### config.mk
export PLATFORM = sky130hd
export DESIGN_NAME = sec_cfg_reg
export DESIGN_NICKNAME = d
export VERILOG_FILES = /design/src/rtl/sec_cfg_pkg.sv /design/src/rtl/sec_cfg_lock.sv /design/src/rtl/sec_cfg_update.sv /design/src/rtl/sec_cfg_reg.sv
export SDC_FILE = /design/constraint.sdc
export NUM_CORES = 1
export LEC_CHECK = 0
export BUFFER_PORTS_ARGS = -buffer_cell sky130_fd_sc_hd__clkbuf_2
export CORE_MARGIN = 2
export CORE_UTILIZATION = 30
export CTS_CLUSTER_SIZE = 28
export DETAILED_ROUTE_END_ITERATION = 6
export PLACE_DENSITY = 0.95
export REMOVE_ABC_BUFFERS = 1
export SLEW_MARGIN = 20
export SYNTH_ARGS = -nofsm -noshare
export SYNTH_HDL_FRONTEND = slang
export SYNTH_HIERARCHICAL = 1
export SYNTH_SLANG_ARGS = --single-unit
### constraint.sdc
create_clock -name clk_i -period 3.4 [get_ports clk_i]
set_input_delay 0.17 -clock clk_i [delete_from_list [all_inputs] [get_ports clk_i]]
set_output_delay 0.17 -clock clk_i [all_outputs]
set_load 0.01 [all_outputs]
### src/rtl/sec_cfg_pkg.sv
package sec_cfg_pkg;
  localparam int unsigned XLEN = 32;
  localparam int unsigned NBITS = 3;
  localparam int unsigned MML_BIT = 0;
  localparam int unsigned MMWP_BIT = 1;
  localparam int unsigned RLB_BIT = 2;

  typedef enum logic [1:0] {
    OP_READ  = 2'd0,
    OP_WRITE = 2'd1,
    OP_SET   = 2'd2,
    OP_CLEAR = 2'd3
  } csr_op_e;
endpackage

### src/rtl/sec_cfg_lock.sv
module sec_cfg_lock
  import sec_cfg_pkg::*;
(
  input  logic [NBITS-1:0] cur_i,
  input  logic             any_locked_i,
  output logic [NBITS-1:0] lock_mask_o
);
  always_comb begin
    lock_mask_o = '0;
    lock_mask_o[MML_BIT]  = cur_i[MML_BIT];
    lock_mask_o[MMWP_BIT] = cur_i[MMWP_BIT];
    // bypass frozen at 0 while any entry is locked
    lock_mask_o[RLB_BIT]  = any_locked_i & ~cur_i[RLB_BIT];
  end
endmodule

### src/rtl/sec_cfg_update.sv
module sec_cfg_update
  import sec_cfg_pkg::*;
(
  input  csr_op_e          op_i,
  input  logic [NBITS-1:0] cur_i,
  input  logic [NBITS-1:0] wdata_i,
  input  logic [NBITS-1:0] lock_mask_i,
  output logic [NBITS-1:0] next_o
);
  logic [NBITS-1:0] raw;
  always_comb begin
    unique case (op_i)
      OP_WRITE: raw = wdata_i;
      OP_SET:   raw = cur_i | wdata_i;
      OP_CLEAR: raw = cur_i & ~wdata_i;
      default:  raw = cur_i;
    endcase
    next_o = (cur_i & lock_mask_i) | (raw & ~lock_mask_i);
  end
endmodule

### src/rtl/sec_cfg_reg.sv
module sec_cfg_reg
  import sec_cfg_pkg::*;
(
  input  logic            clk_i,
  input  logic            rst_ni,
  input  logic            valid_i,
  input  logic [1:0]      op_i,
  input  logic [XLEN-1:0] wdata_i,
  input  logic            any_locked_i,
  output logic [XLEN-1:0] rdata_o,
  output logic            mml_o,
  output logic            mmwp_o,
  output logic            rlb_o
);
  logic [NBITS-1:0] cfg_q, cfg_d, lock_mask;

  sec_cfg_lock u_lock (
    .cur_i        (cfg_q),
    .any_locked_i (any_locked_i),
    .lock_mask_o  (lock_mask)
  );

  sec_cfg_update u_upd (
    .op_i        (csr_op_e'(op_i)),
    .cur_i       (cfg_q),
    .wdata_i     (wdata_i[NBITS-1:0]),
    .lock_mask_i (lock_mask),
    .next_o      (cfg_d)
  );

  always_ff @(posedge clk_i or negedge rst_ni) begin
    if (!rst_ni)      cfg_q <= '0;
    else if (valid_i) cfg_q <= cfg_d;
  end

  assign rdata_o = {{(XLEN-NBITS){1'b0}}, cfg_q};
  assign mml_o   = cfg_q[MML_BIT];
  assign mmwp_o  = cfg_q[MMWP_BIT];
  assign rlb_o   = cfg_q[RLB_BIT];


  upper_zero_chk: assert property (@(posedge clk_i) disable iff (!rst_ni)
    rdata_o[XLEN-1:NBITS] == '0);

  mmwp_sticky_chk: assert property (@(posedge clk_i) disable iff (!rst_ni)
    mmwp_o |=> mmwp_o);

  mml_sticky_chk: assert property (@(posedge clk_i) disable iff (!rst_ni)
    mml_o |=> mml_o);

  rlb_gate_chk: assert property (@(posedge clk_i) disable iff (!rst_ni)
    (!rlb_o && any_locked_i) |=> !rlb_o);

  idle_hold_chk: assert property (@(posedge clk_i) disable iff (!rst_ni)
    !valid_i |=> $stable(rdata_o));

  read_hold_chk: assert property (@(posedge clk_i) disable iff (!rst_ni)
    (valid_i && op_i == 2'd0) |=> $stable(rdata_o));
endmodule

Word-level counts from Yosys, hierarchy flattened --
Index checks and enable logic that the tools add are counted.
Storage, ports and cells: bits in registers 3, output and inout bits 35, input bits 38, word-level logic and storage cells 14
Operators by class: mux-type cells 1, equality and inequality tests 3, bitwise gates (word level) 9
Operators by type and width (count):
- $and 3x3->3 | 3
- $pmux 3 s3 | 1
- $not 3->3 | 2
- $or 3x3->3 | 2
- $eq 2x2->1 const B | 2
- $eq 2x1->1 const B | 1
- $and 1x1->1 | 1
- $not 1->1 | 1

Longest topological paths before layout --
Gate-level depths: netlist (run 1).
depth after elaboration 5, mapped depth 5, gate-level depth less buffers 5

By module --
The synthesis (run 1) kept the hierarchy.
Modules (own cells, without submodules):
- sec_cfg_reg | cells each 39, area each 352.8 um2, seq. area each 75.1 um2, times used 1
- sec_cfg_update | cells each 13, area each 83.8 um2, seq. area each 0.0 um2, times used 1
- sec_cfg_lock | cells each 3, area each 28.8 um2, seq. area each 0.0 um2, times used 1

Worst setup path before layout (run 1) --
No wires, ideal clock.
path type register to register, start register cfg_q[2], end register cfg_q[2], required time 3.275 ns, setup slack 2.234 ns, path buffers 0, library setup time 0.125 ns, stages on the path, launching flop included 6, period minus slack after synthesis 1.166 ns, arrival 1.041 ns, cells stage by stage dfrtp_1 > nor2b_4 > inv_1 > a31oi_1 > a31oi_1 > mux2_2
On the way: longest elaborated chain between the ends 5, elaborated cells between the ends (all ways) 9, classes of those cells mux (1); bitwise (8)
Ends and longest elaborated chain:
- from (decl) | RTL line sec_cfg_reg.sv:15 | logic [NBITS-1:0] cfg_q, cfg_d, lock_mask;
- from (signal assigned) | RTL line sec_cfg_reg.sv:33 | else if (valid_i) cfg_q <= cfg_d;
- $not 1->1 * | RTL line sec_cfg_lock.sv:13 | lock_mask_o[RLB_BIT] = any_locked_i & ~cur_i[RLB_BIT];
- $and 1x1->1 * | RTL line sec_cfg_lock.sv:13
- net lock_mask[2] | RTL line sec_cfg_reg.sv:15
- $not 3->3 | RTL line sec_cfg_update.sv:18 | next_o = (cur_i & lock_mask_i) | (raw & ~lock_mask_i);
- $and 3x3->3 | RTL line sec_cfg_update.sv:18
- $or 3x3->3 * | RTL line sec_cfg_update.sv:18
- net cfg_d[2] | RTL line sec_cfg_reg.sv:15
The timed path passes the listed nets; every way through them passes the cells marked *. A chain may end at the register's enable or synchronous reset.

Worst setup path in the final report (run 1) --
Ends and elaborated chain as after synthesis.

==> parameters.txt, run 1 <==
Parameter                              Value

Synth
  Share of Yosys cell area claimed by the top area cell type    54.84%
  Cell with the most instances after synthesis    sky130_fd_sc_hd__buf_4
  Largest cells by area after synthesis    sky130_fd_sc_hd__buf_4 55%, sky130_fd_sc_hd__dfrtp_1 16%, sky130_fd_sc_hd__a31oi_1 8.1%, sky130_fd_sc_hd__mux2_2 7.3%, sky130_fd_sc_hd__xnor2_1 5.6%
  Warning count from the yosys run    6
  Simple-Gate Fraction of Synth Area    4.839%
  Post-synth EDFFs    0
  FF+latch count, synth    3
  Share of synthesized cell area in full adder, half adder and majority cells    0%
  Cell area after synthesis    465.4 sq um
  Sequential element share of the synthesized area    16.13%
  Compound-gate portion of the synthesized area    8.065%
  Most frequently used flop master after synthesis    sky130_fd_sc_hd__dfrtp_1
  Main combinational cell family by area after synthesis    buffers and inverters
  Proportion of synthesized area in mux cells    7.258%
  Async set or reset register ratio after synthesis    100.0%
  Post-synthesis cell type with the largest combined area    sky130_fd_sc_hd__buf_4
  Average footprint of a synthesized cell    8.463 sq um
  Most used standard cells in the synthesized netlist    34 x sky130_fd_sc_hd__buf_4, 6 x sky130_fd_sc_hd__a31oi_1
  Xor-xnor portion of the synthesized cell area    5.645%
  Count of cell types in the netlist    9
  Gate Count Post-Synth    55

Cells and area
  Growth of design area from synthesis to finish    -5.107%
  Flip-flop count of the largest register, all copies and words added    3
  Final #Nets    107
  Fraction of layout instances using a drive strength above 1    32.35%
  Largest registers    cfg_q x3
  Register bank with the most flops    cfg_q
  Fill count    161
  Final cell area excluding filler cells    441.7 sq um
  Number of diodes added for antenna fixing    0

Min path
  Worst min path class    input port to register
  Number of cells on the worst hold path    2

Worst setup path
  Maximum fanout along the worst path    5
  Required @ worst endpoint    3.51 ns
  Worst R2R Path Depth    5
  Arrival time worst endpoint    1.32 ns
  Crit Path Class    register to register
  Critical Path Start Type    register
  Critical path endpoint category    register

Power and ir drop
  PwrDens    612.1 mW/mm^2
  Maximum vdd ir drop    210.7 uV
  Static leakage    0.2561 nW
  Logic gate share of total power    48.5%
  Switching power total    0.0001154 W
  Share of power burned in the clock network    22.6%
  Sequential power share    29.0%
  Power Internal    0.0001550 W
  Switching part of the total power    42.68%

Drt
  Count of unresolved DRC violations after routing    0
  Post-DR vias/cell    3.512
  Number of search-and-repair iterations in the first detailed-routing pass    5
  Vias post-DR    295
  Count of antenna-violating nets left after detailed routing    0
  Post-DR wirelength/cell    8.333 um
  Final Routed Wirelength    700 um
  Initial DRC Count    6

GRT
  Number of global-route vias before repair    249
  Largest net degree at the start of global routing    6
  First-pass GRT wire length    993 um
  GRT Util Overall    7.573%
  Gr ovfl total    0
  Antenna violations before repair    0

Placement
  DP Wirelength    600.6 um
  Post-place setup slack    2.186 ns
  DP Area    405.4 sq um
  Final GP Congestion    0.7311
  Port Buffers    14

Timing
  Setup repair after global routing missed its margin    false
  Peak Freq    0.8271 GHz
  Post-route fraction of the period consumed by the critical path    35.56%
  Max-slew violation count    0
  Final number of setup-violating endpoints    0
  Worst clock skew    0 ns
  Clock period minus final worst setup slack    1.209 ns
  Worst-case hold slack    0.2353 ns
  Final Worst Setup Slack    2.191 ns
  Hold violation count in the final report    0
  Total negative slack for setup checks    0 ns

Clocking
  Clock Path Buffers    2
  CTS buffer count    3
  Clock-pin slew on the worst setup and hold paths    0.04 ns
  Number of sinks on the clock net    3
  Clock H-tree levels    1
  Number of setup buffers added after CTS    0
  Root Buffer Master    sky130_fd_sc_hd__clkbuf_4
  Worst-skew pair later-pin latency    0.23 ns
  CTS tree    built

Floorplanning
  Row cnt    14
  Effective utilization at floorplan    31.63%
  Die Footprint    0.001883 sq mm
  I/O pin cnt    73
  Die width    43.39 um
  Standard cell core area    0.001471 sq mm
  Vertical die dimension    43.39 um

Flow run
  Max-cap check violation count    0

Status
  Status    complete, no violations
[layer usage]
layer  routed length, um  share of wire (%)  GRT usage, %  up-vias
li1                    -                  -             -      139
met1                 244                 35         8.527      128
met2                 344                 49         10.45       26
met3                 103                 15         3.750        2
met4                   7                1.0         6.667        0
met5                   0                  0             0        -
[timing repair]
| action | in CTS | in global routing |
|---|---|---|
| hold endpoints to repair | 3 | 0 |
| hold buffers | 1 | 0 |
| resized for setup | 0 | 0 |
[per-stage QoR]
step	power [W]	cells	util, %
after floorplan	0.0001536	49	-
after global placement	0.0002009	79	27.55
after detailed placement	0.0002086	79	27.55
after CTS	0.0002741	84	30.02
after global routing	0.0002904	84	30.02
final	0.0002704	84	30.02
[worst max-delay path, cell delays in order, from the launching register on]
cell,delay [ns]
sky130_fd_sc_hd__dfrtp_1,0.43
sky130_fd_sc_hd__nor2b_4,0.12
sky130_fd_sc_hd__inv_1,0.05
sky130_fd_sc_hd__a31oi_1,0.16
sky130_fd_sc_hd__a31oi_1,0.06
sky130_fd_sc_hd__mux2_2,0.27
[path summary, 6_finish.rpt]
kind / from / to / slack, ns
hold reg to reg: cfg_q[1] / cfg_q[1] / 0.61
hold / removal: valid_i / cfg_q[1] / 0.24
max in group asynchronous: rst_ni / cfg_q[1] / 3.02
setup reg to reg: cfg_q[2] / cfg_q[2] / 2.19
min in group asynchronous: rst_ni / cfg_q[2] / 0.27
setup / recovery: cfg_q[2] / cfg_q[2] / 2.19
[area by class of cell]
| class | instances | area, sq um | area share (%) |
|---|---|---|---|
| multi-input combinational | 43 | 229.0 | 51.84 |
| sequential | 3 | 75.07 | 17.00 |
| inverter | 3 | 11.26 | 2.550 |
| clock buffer | 4 | 26.28 | 5.949 |
| tap | 16 | 20.02 | 4.533 |
| timing repair buffer | 15 | 80.08 | 18.13 |
[placed cells by master, fill, tap and decap left out, drive strengths merged]
| cell type | n |
|---|---|
| or2 | 1 |
| inv | 3 |
| dfrtp | 3 |
| a31oi | 6 |
| nor2b | 1 |
| xnor2 | 3 |
| conb | 29 |
| clkbuf | 18 |
| mux2 | 3 |
| dlygate4sd3 | 1 |
[power groups by stage]
| stage | Clock, W | Sequential (W) | Combinational, W |
|---|---|---|---|
| CTS | 0.0000644 | 0.0000793 | 0.000130 |
| global placement | 0 | 0.0000771 | 0.000124 |
| finish | 0.0000611 | 0.0000783 | 0.000131 |
| floorplan | 0 | 0.0000913 | 0.0000623 |
| global route | 0.0000649 | 0.0000825 | 0.000143 |
| detailed placement | 0 | 0.0000796 | 0.000129 |
[logic make-up after synthesis]
| group | count (synthesis) |
|---|---|
| AO/OA/AOI/OAI | 6 |
| XOR/XNOR | 3 |
| other | 1 |
| AND/OR/NAND/NOR | 2 |
| buffers and inverters | 37 |
| flip-flops | 3 |
| multiplexers | 3 |
No activity file was read; power rests on OpenSTA's default activity.
==> inputs of run 2 (changes only) <==
- CORE_UTILIZATION: 30 -> 28
- PLACE_DENSITY: 0.95 -> 0.91
- clock period: 3.4 -> 1.2 ns (I/O delays scaled with it)
==> parameters.txt, run 2 (synthesized netlist as in run 1, its figures left out) <==
Parameter                              Value

Status
  Status    complete, no violations (unchanged)

Worst setup path
  Required @ worst endpoint    1.31 ns (was 3.51 ns)
  Critical path endpoint category    register (unchanged)
  Crit path largest cell delay    0.40 ns (was 0.43 ns)
  Worst R2R Path Depth    4 (was 5)
  Crit Path Class    register to register (unchanged)
  Critical-path top delay cell    sky130_fd_sc_hd__dfrtp_1 (unchanged)
  Critical Path Sink    cfg_q[2] (unchanged)
  CP most frequent cell    sky130_fd_sc_hd__a31oi_1 (unchanged)
  Endpoint of the worst register-to-register path    cfg_q[2] (unchanged)
  Start point of the critical path    cfg_q[2] (unchanged)
  Arrival time worst endpoint    1.25 ns (was 1.32 ns)
  Critical Path Start Type    register (unchanged)
  Reg2Reg Launch Point    cfg_q[2] (unchanged)
  Maximum fanout along the worst path    4 (was 5)
  Cell Chain, Critical Path    buf_4 > a31oi_1 > a31oi_1 > mux2_2 (was nor2b_4 > inv_1 > a31oi_1 > a31oi_1 > mux2_2)
  Setup slack on the worst flop-to-flop path    0.06 ns (was 2.19 ns)

Drt
  Count of antenna-violating nets left after detailed routing    0 (unchanged)
  Count of unresolved DRC violations after routing    0 (unchanged)
  Vias post-DR    313 (was 295)
  Highest metal layer with signal wires    met3 (was met4)
  Final Routed Wirelength    730 um (was 700 um)
  Post-DR wirelength/cell    8.391 um (was 8.333 um)
  Number of search-and-repair iterations in the first detailed-routing pass    4 (was 5)
  Met2 WL post-DR    380 um (was 344 um)
  Initial DRC Count    4 (was 6)
  Post-DR vias/cell    3.598 (was 3.512)
  Wire length on met3    121 um (was 103 um)
  Met1 Routed Length    228 um (was 244 um)

Clocking
  Worst-skew pair later-pin latency    0.23 ns (about the same)
  Clock H-tree levels    1 (unchanged)
  Clock-pin slew on the worst setup and hold paths    0.03 ns (was 0.04 ns)
  CTS tree    built (unchanged)
  CTS buffer count    3 (unchanged)
  Clock Path Buffers    2 (unchanged)
  Number of sinks on the clock net    3 (unchanged)
  Root Buffer Master    sky130_fd_sc_hd__clkbuf_4 (unchanged)

Floorplanning
  Die width    44.77 um (was 43.39 um)
  Die Footprint    0.002004 sq mm (was 0.001883 sq mm)
  Standard cell core area    0.001524 sq mm (was 0.001471 sq mm)
  Vertical die dimension    44.77 um (was 43.39 um)
  I/O pin cnt    73 (unchanged)
  Row cnt    14 (unchanged)
  Effective utilization at floorplan    30.54% (was 31.63%)

GRT
  First-pass GRT wire length    966 um (was 993 um)
  Antenna violations before repair    0 (unchanged)
  GRT Util Overall    7.368% (was 7.573%)
  Largest net degree at the start of global routing    6 (unchanged)
  Gr ovfl total    0 (unchanged)
  Number of global-route vias before repair    263 (was 249)

Placement
  Final GP Congestion    0.6206 (was 0.7311)
  DP Wirelength    633.7 um (was 600.6 um)
  Post-place setup slack    0.05001 ns (was 2.186 ns)
  Port Buffers    14 (unchanged)
  Post-placement cell count    80 (was 79)

Timing
  Post-route fraction of the period consumed by the critical path    94.90% (was 35.56%)
  Hold violation count in the final report    0 (unchanged)
  Setup repair after global routing missed its margin    false (unchanged)
  Total negative slack for setup checks    0 ns (unchanged)
  Worst clock skew    0 ns (unchanged)
  Peak Freq    0.8782 GHz (was 0.8271 GHz)
  Clock period minus final worst setup slack    1.139 ns (was 1.209 ns)
  Max-slew violation count    0 (unchanged)
  Final number of setup-violating endpoints    0 (unchanged)
  Final Worst Setup Slack    0.06125 ns (was 2.191 ns)

Power and ir drop
  Static leakage    0.2700 nW (was 0.2561 nW)
  Total Power Consumption    0.0008297 W (was 0.0002704 W)
  Maximum vdd ir drop    343.7 uV (was 210.7 uV)
  PwrDens    1787 mW/mm^2 (was 612.1 mW/mm^2)

Cells and area
  Fraction of layout instances using a drive strength above 1    36.62% (was 32.35%)
  Top library cells by usage in the layout, fill and taps aside    29 x sky130_fd_sc_hd__conb_1, 14 x sky130_fd_sc_hd__clkbuf_2, 6 x sky130_fd_sc_hd__a31oi_1 (unchanged)
  Largest registers    cfg_q x3 (unchanged)
  Final std cells w/o fill    87 (was 84)
  Growth of design area from synthesis to finish    -0.2688% (was -5.107%)
  Number of diodes added for antenna fixing    0 (unchanged)
  Flip-flop count of the largest register, all copies and words added    3 (unchanged)
  Final #Nets    110 (was 107)
  Commonest non-fill, non-tap cell in the layout    sky130_fd_sc_hd__conb_1 (unchanged)
  Register bank with the most flops    cfg_q (unchanged)

Flow run
  Max-cap check violation count    0 (unchanged)

Min path
  Worst min path class    input port to register (unchanged)
  Source of the worst hold timing path    valid_i (unchanged)
-- run 2: changes by cell type in the layout (fill, tap and decap cells not counted), sizes merged --
cell / change
buf: +3
-- run 2: how the worst min path moves through the flow --
stage,endpoint,depth (start not counted)
finish,cfg_q[1],2
global route,cfg_q[0],2
CTS,cfg_q[1],2
detailed placement,cfg_q[2],1
global placement,cfg_q[2],1
floorplan,cfg_q[0],0
-- run 2: timing repair --
action | in CTS | in global routing
hold endpoints to repair | 3 | 0
setup buffers | 0 | 2
resized for setup | 0 | 1
hold buffers | 1 | 0
setup endpoints to repair | 0 | 2
-- run 2: power by group --
part           internal (W)  switching (W)  total (W)
registers          0.000150      0.0000568   0.000207
clock network      0.000124      0.0000486   0.000173
logic              0.000222       0.000228   0.000450
-- run 2: worst max-delay path: cells and delay by family (launching register included) --
kind            cells  cell delay (ns)
flops               1             0.40
compound gates      2             0.20
mux                 1             0.27
buf+inv             1             0.16
-- run 2: layout make-up --
cell class	instances	area [sq um]
Inverter	3	11.26
Fill cell	170	1060
Tap cell	16	20.02
Sequential cell	3	75.07
Multi-Input combinational cell	43	229.0
Clock buffer	4	26.28
Timing Repair Buffer	18	102.6
-- run 2: through the flow --
stage / util, % / hold WS [ns] / instance area (sq um)
final: 30.46 / 0.1460 / 464.2
after global routing: 30.46 / 0.1588 / 464.2
after CTS: 29.47 / 0.1383 / 449.2
after detailed placement: 27.09 / -0.1355 / 412.9
after global placement: 27.09 / -0.1436 / 412.9
after floorplan: - / -0.2356 / 315.3
-- run 2: routing by layer --
layer / vias to the layer above / global-route usage, %
met1: 137 / 5.882
met2: 29 / 12.75
li1: 147 / -
met3: 0 / 3.600
met5: - / 0
met4: 0 / 7.059
==> inputs of run 3 (changes only) <==
- CELL_PAD_IN_SITES_DETAIL_PLACEMENT: unset -> 1
- CELL_PAD_IN_SITES_GLOBAL_PLACEMENT: unset -> 1
- CORE_UTILIZATION: 28 -> 16
- PLACE_DENSITY: 0.91 -> unset
- PLACE_DENSITY_LB_ADDON: unset -> 0.1
==> parameters.txt, run 3 (synthesized netlist as in run 1, its figures left out) <==
Parameter                              Value

Clocking
  CTS buffer count    3 (unchanged)
  Clock Path Buffers    2 (unchanged)
  Clock H-tree levels    1 (unchanged)
  Number of setup buffers added after CTS    0 (unchanged)
  Number of sinks on the clock net    3 (unchanged)
  Count of hold-fix buffers inserted at cts    1 (unchanged)
  CTS tree    built (unchanged)
  Worst-skew pair later-pin latency    0.23 ns (about the same)
  Clock-pin slew on the worst setup and hold paths    0.04 ns (was 0.03 ns)
  Root Buffer Master    sky130_fd_sc_hd__clkbuf_4 (unchanged)
  PostCTS Resize Cnt    0 (unchanged)

GRT
  Largest net degree at the start of global routing    6 (unchanged)
  Number of global-route vias before repair    246 (was 263)
  Gr ovfl total    0 (unchanged)
  GRT Util Overall    4.480% (was 7.368%)
  First-pass GRT wire length    993 um (was 966 um)
  Antenna violations before repair    0 (unchanged)

Drt
  Count of unresolved DRC violations after routing    0 (unchanged)
  Number of search-and-repair iterations in the first detailed-routing pass    2 (was 4)
  Post-DR wirelength/cell    7.190 um (was 8.391 um)
  Final Routed Wirelength    719 um (was 730 um)
  Count of antenna-violating nets left after detailed routing    0 (unchanged)
  Vias post-DR    296 (was 313)
  Post-DR vias/cell    2.960 (was 3.598)
  Initial DRC Count    1 (was 4)

Timing
  Max-slew violation count    0 (unchanged)
  Hold violation count in the final report    0 (unchanged)
  Setup repair after global routing missed its margin    false (unchanged)
  Final number of setup-violating endpoints    0 (unchanged)
  Clock period minus final worst setup slack    1.143 ns (was 1.139 ns)
  Post-route fraction of the period consumed by the critical path    95.24% (was 94.90%)
  Peak Freq    0.8750 GHz (was 0.8782 GHz)
  Worst clock skew    0 ns (unchanged)
  Worst-case hold slack    0.1353 ns (was 0.1460 ns)

Worst setup path
  CP most frequent cell    sky130_fd_sc_hd__a31oi_1 (unchanged)
  Family with the most delay on the worst path    flip-flops (unchanged)
  Arrival time worst endpoint    1.25 ns (about the same)
  Crit path largest cell delay    0.40 ns (about the same)
  Reg2Reg Launch Point    cfg_q[2] (unchanged)
  Cell Chain, Critical Path    nor2b_4 > inv_1 > a31oi_1 > a31oi_1 > mux2_2 (was buf_4 > a31oi_1 > a31oi_1 > mux2_2)
  Setup slack on the worst flop-to-flop path    0.06 ns (about the same)
  Required @ worst endpoint    1.31 ns (about the same)
  Maximum fanout along the worst path    2 (was 4)
  WP buf/inv    1 (unchanged)
  Critical path endpoint category    register (unchanged)
  Endpoint of the worst register-to-register path    cfg_q[2] (unchanged)
  Critical-path top delay cell    sky130_fd_sc_hd__dfrtp_1 (unchanged)
  Crit Path Class    register to register (unchanged)
  Worst R2R Path Depth    5 (was 4)
  Critical Path Start Type    register (unchanged)

Cells and area
  Fill count    336 (was 170)
  Register bank with the most flops    cfg_q (unchanged)
  Top library cells by usage in the layout, fill and taps aside    29 x sky130_fd_sc_hd__conb_1, 14 x sky130_fd_sc_hd__clkbuf_2, 6 x sky130_fd_sc_hd__a31oi_1 (unchanged)
  Fraction of layout instances using a drive strength above 1    33.33% (was 36.62%)
  Final std cells w/o fill    100 (was 87)
  Number of diodes added for antenna fixing    0 (unchanged)
  Area occupied by multi-input gates    229.0 sq um (unchanged)
  Growth of design area from synthesis to finish    0.5378% (was -0.2688%)
  Final #Nets    108 (was 110)
  Flip-flop count of the largest register, all copies and words added    3 (unchanged)
  Commonest non-fill, non-tap cell in the layout    sky130_fd_sc_hd__conb_1 (unchanged)
  Largest registers    cfg_q x3 (unchanged)
  Reg area    75.07 sq um (unchanged)

Floorplanning
  Row cnt    19 (was 14)
  Effective utilization at floorplan    16.88% (was 30.54%)
  Vertical die dimension    57.94 um (was 44.77 um)
  Standard cell core area    0.002758 sq mm (was 0.001524 sq mm)
  Die Footprint    0.003356 sq mm (was 0.002004 sq mm)
  I/O pin cnt    73 (unchanged)
  Die width    57.94 um (was 44.77 um)

Power and ir drop
  Static leakage    0.2608 nW (was 0.2700 nW)
  Maximum vdd ir drop    435.6 uV (was 343.7 uV)
  Total Power Consumption    0.0007687 W (was 0.0008297 W)
  PwrDens    1643 mW/mm^2 (was 1787 mW/mm^2)

Min path
  Worst min path class    input port to register (unchanged)
  Number of cells on the worst hold path    2 (unchanged)
  Source of the worst hold timing path    valid_i (unchanged)
  Worst-case hold path end point    cfg_q[1] (unchanged)

Placement
  Post-placement cell count    95 (was 80)
  Port Buffers    14 (unchanged)
  DP Wirelength    670.7 um (was 633.7 um)
  Final GP Congestion    0.5911 (was 0.6206)

Status
  Status    complete, no violations (unchanged)

Flow run
  Max-cap check violation count    0 (unchanged)
run 3: changes by cell type in the layout (fill, tap and decap cells not counted):
cell | before | now
sky130_fd_sc_hd__buf_4 | 3 | 1
sky130_fd_sc_hd__inv_1 | 2 | 3
sky130_fd_sc_hd__inv_2 | 1 | 0
run 3: per-layer routing:
layer / GRT usage [%] / vias to the layer above / routed length (um)
li1: - / 142 / -
met1: 2.985 / 130 / 223
met2: 7.468 / 24 / 379
met3: 3.125 / 0 / 116
met4: 4.983 / 0 / 0
met5: 0 / - / 0
run 3: worst max path at each step:
stage / from / to / slack (ns) / cells past startpoint
finish: cfg_q[2] / cfg_q[2] / 0.06 / 5
CTS: cfg_q[2] / cfg_q[2] / 0.05 / 5
floorplan: cfg_q[2] / cfg_q[2] / -0.005 / 5
global placement: cfg_q[2] / cfg_q[2] / 0.06 / 5
global route: cfg_q[2] / cfg_q[2] / 0.02 / 5
detailed placement: cfg_q[2] / cfg_q[2] / 0.05 / 5
run 3: area by class of cell:
class | count | share of cell area, %
clock buffers | 4 | 5.615
inverters | 3 | 2.406
multi-input cells | 43 | 48.93
flip-flops and latches | 3 | 16.04
well taps | 31 | 8.289
repair buffers | 16 | 18.72
run 3: per-stage QoR:
| step | instance area [sq um] | worst slack [ns] | TNS [ns] | util (%) |
|---|---|---|---|---|
| final | 467.9 | 0.05713 | 0 | 16.97 |
| after global routing | 467.9 | 0.01736 | 0 | 16.97 |
| after CTS | 467.9 | 0.04936 | 0 | 16.97 |
| after detailed placement | 431.7 | 0.05485 | 0 | 15.65 |
| after global placement | 431.7 | 0.05752 | 0 | 15.65 |
| after floorplan | 315.3 | -0.004718 | -0.004718 | - |
run 3: where the power goes:
part,switching [W],internal [W]
sequential,0.0000559,0.000150
combinational,0.000208,0.000181
clock,0.0000491,0.000124
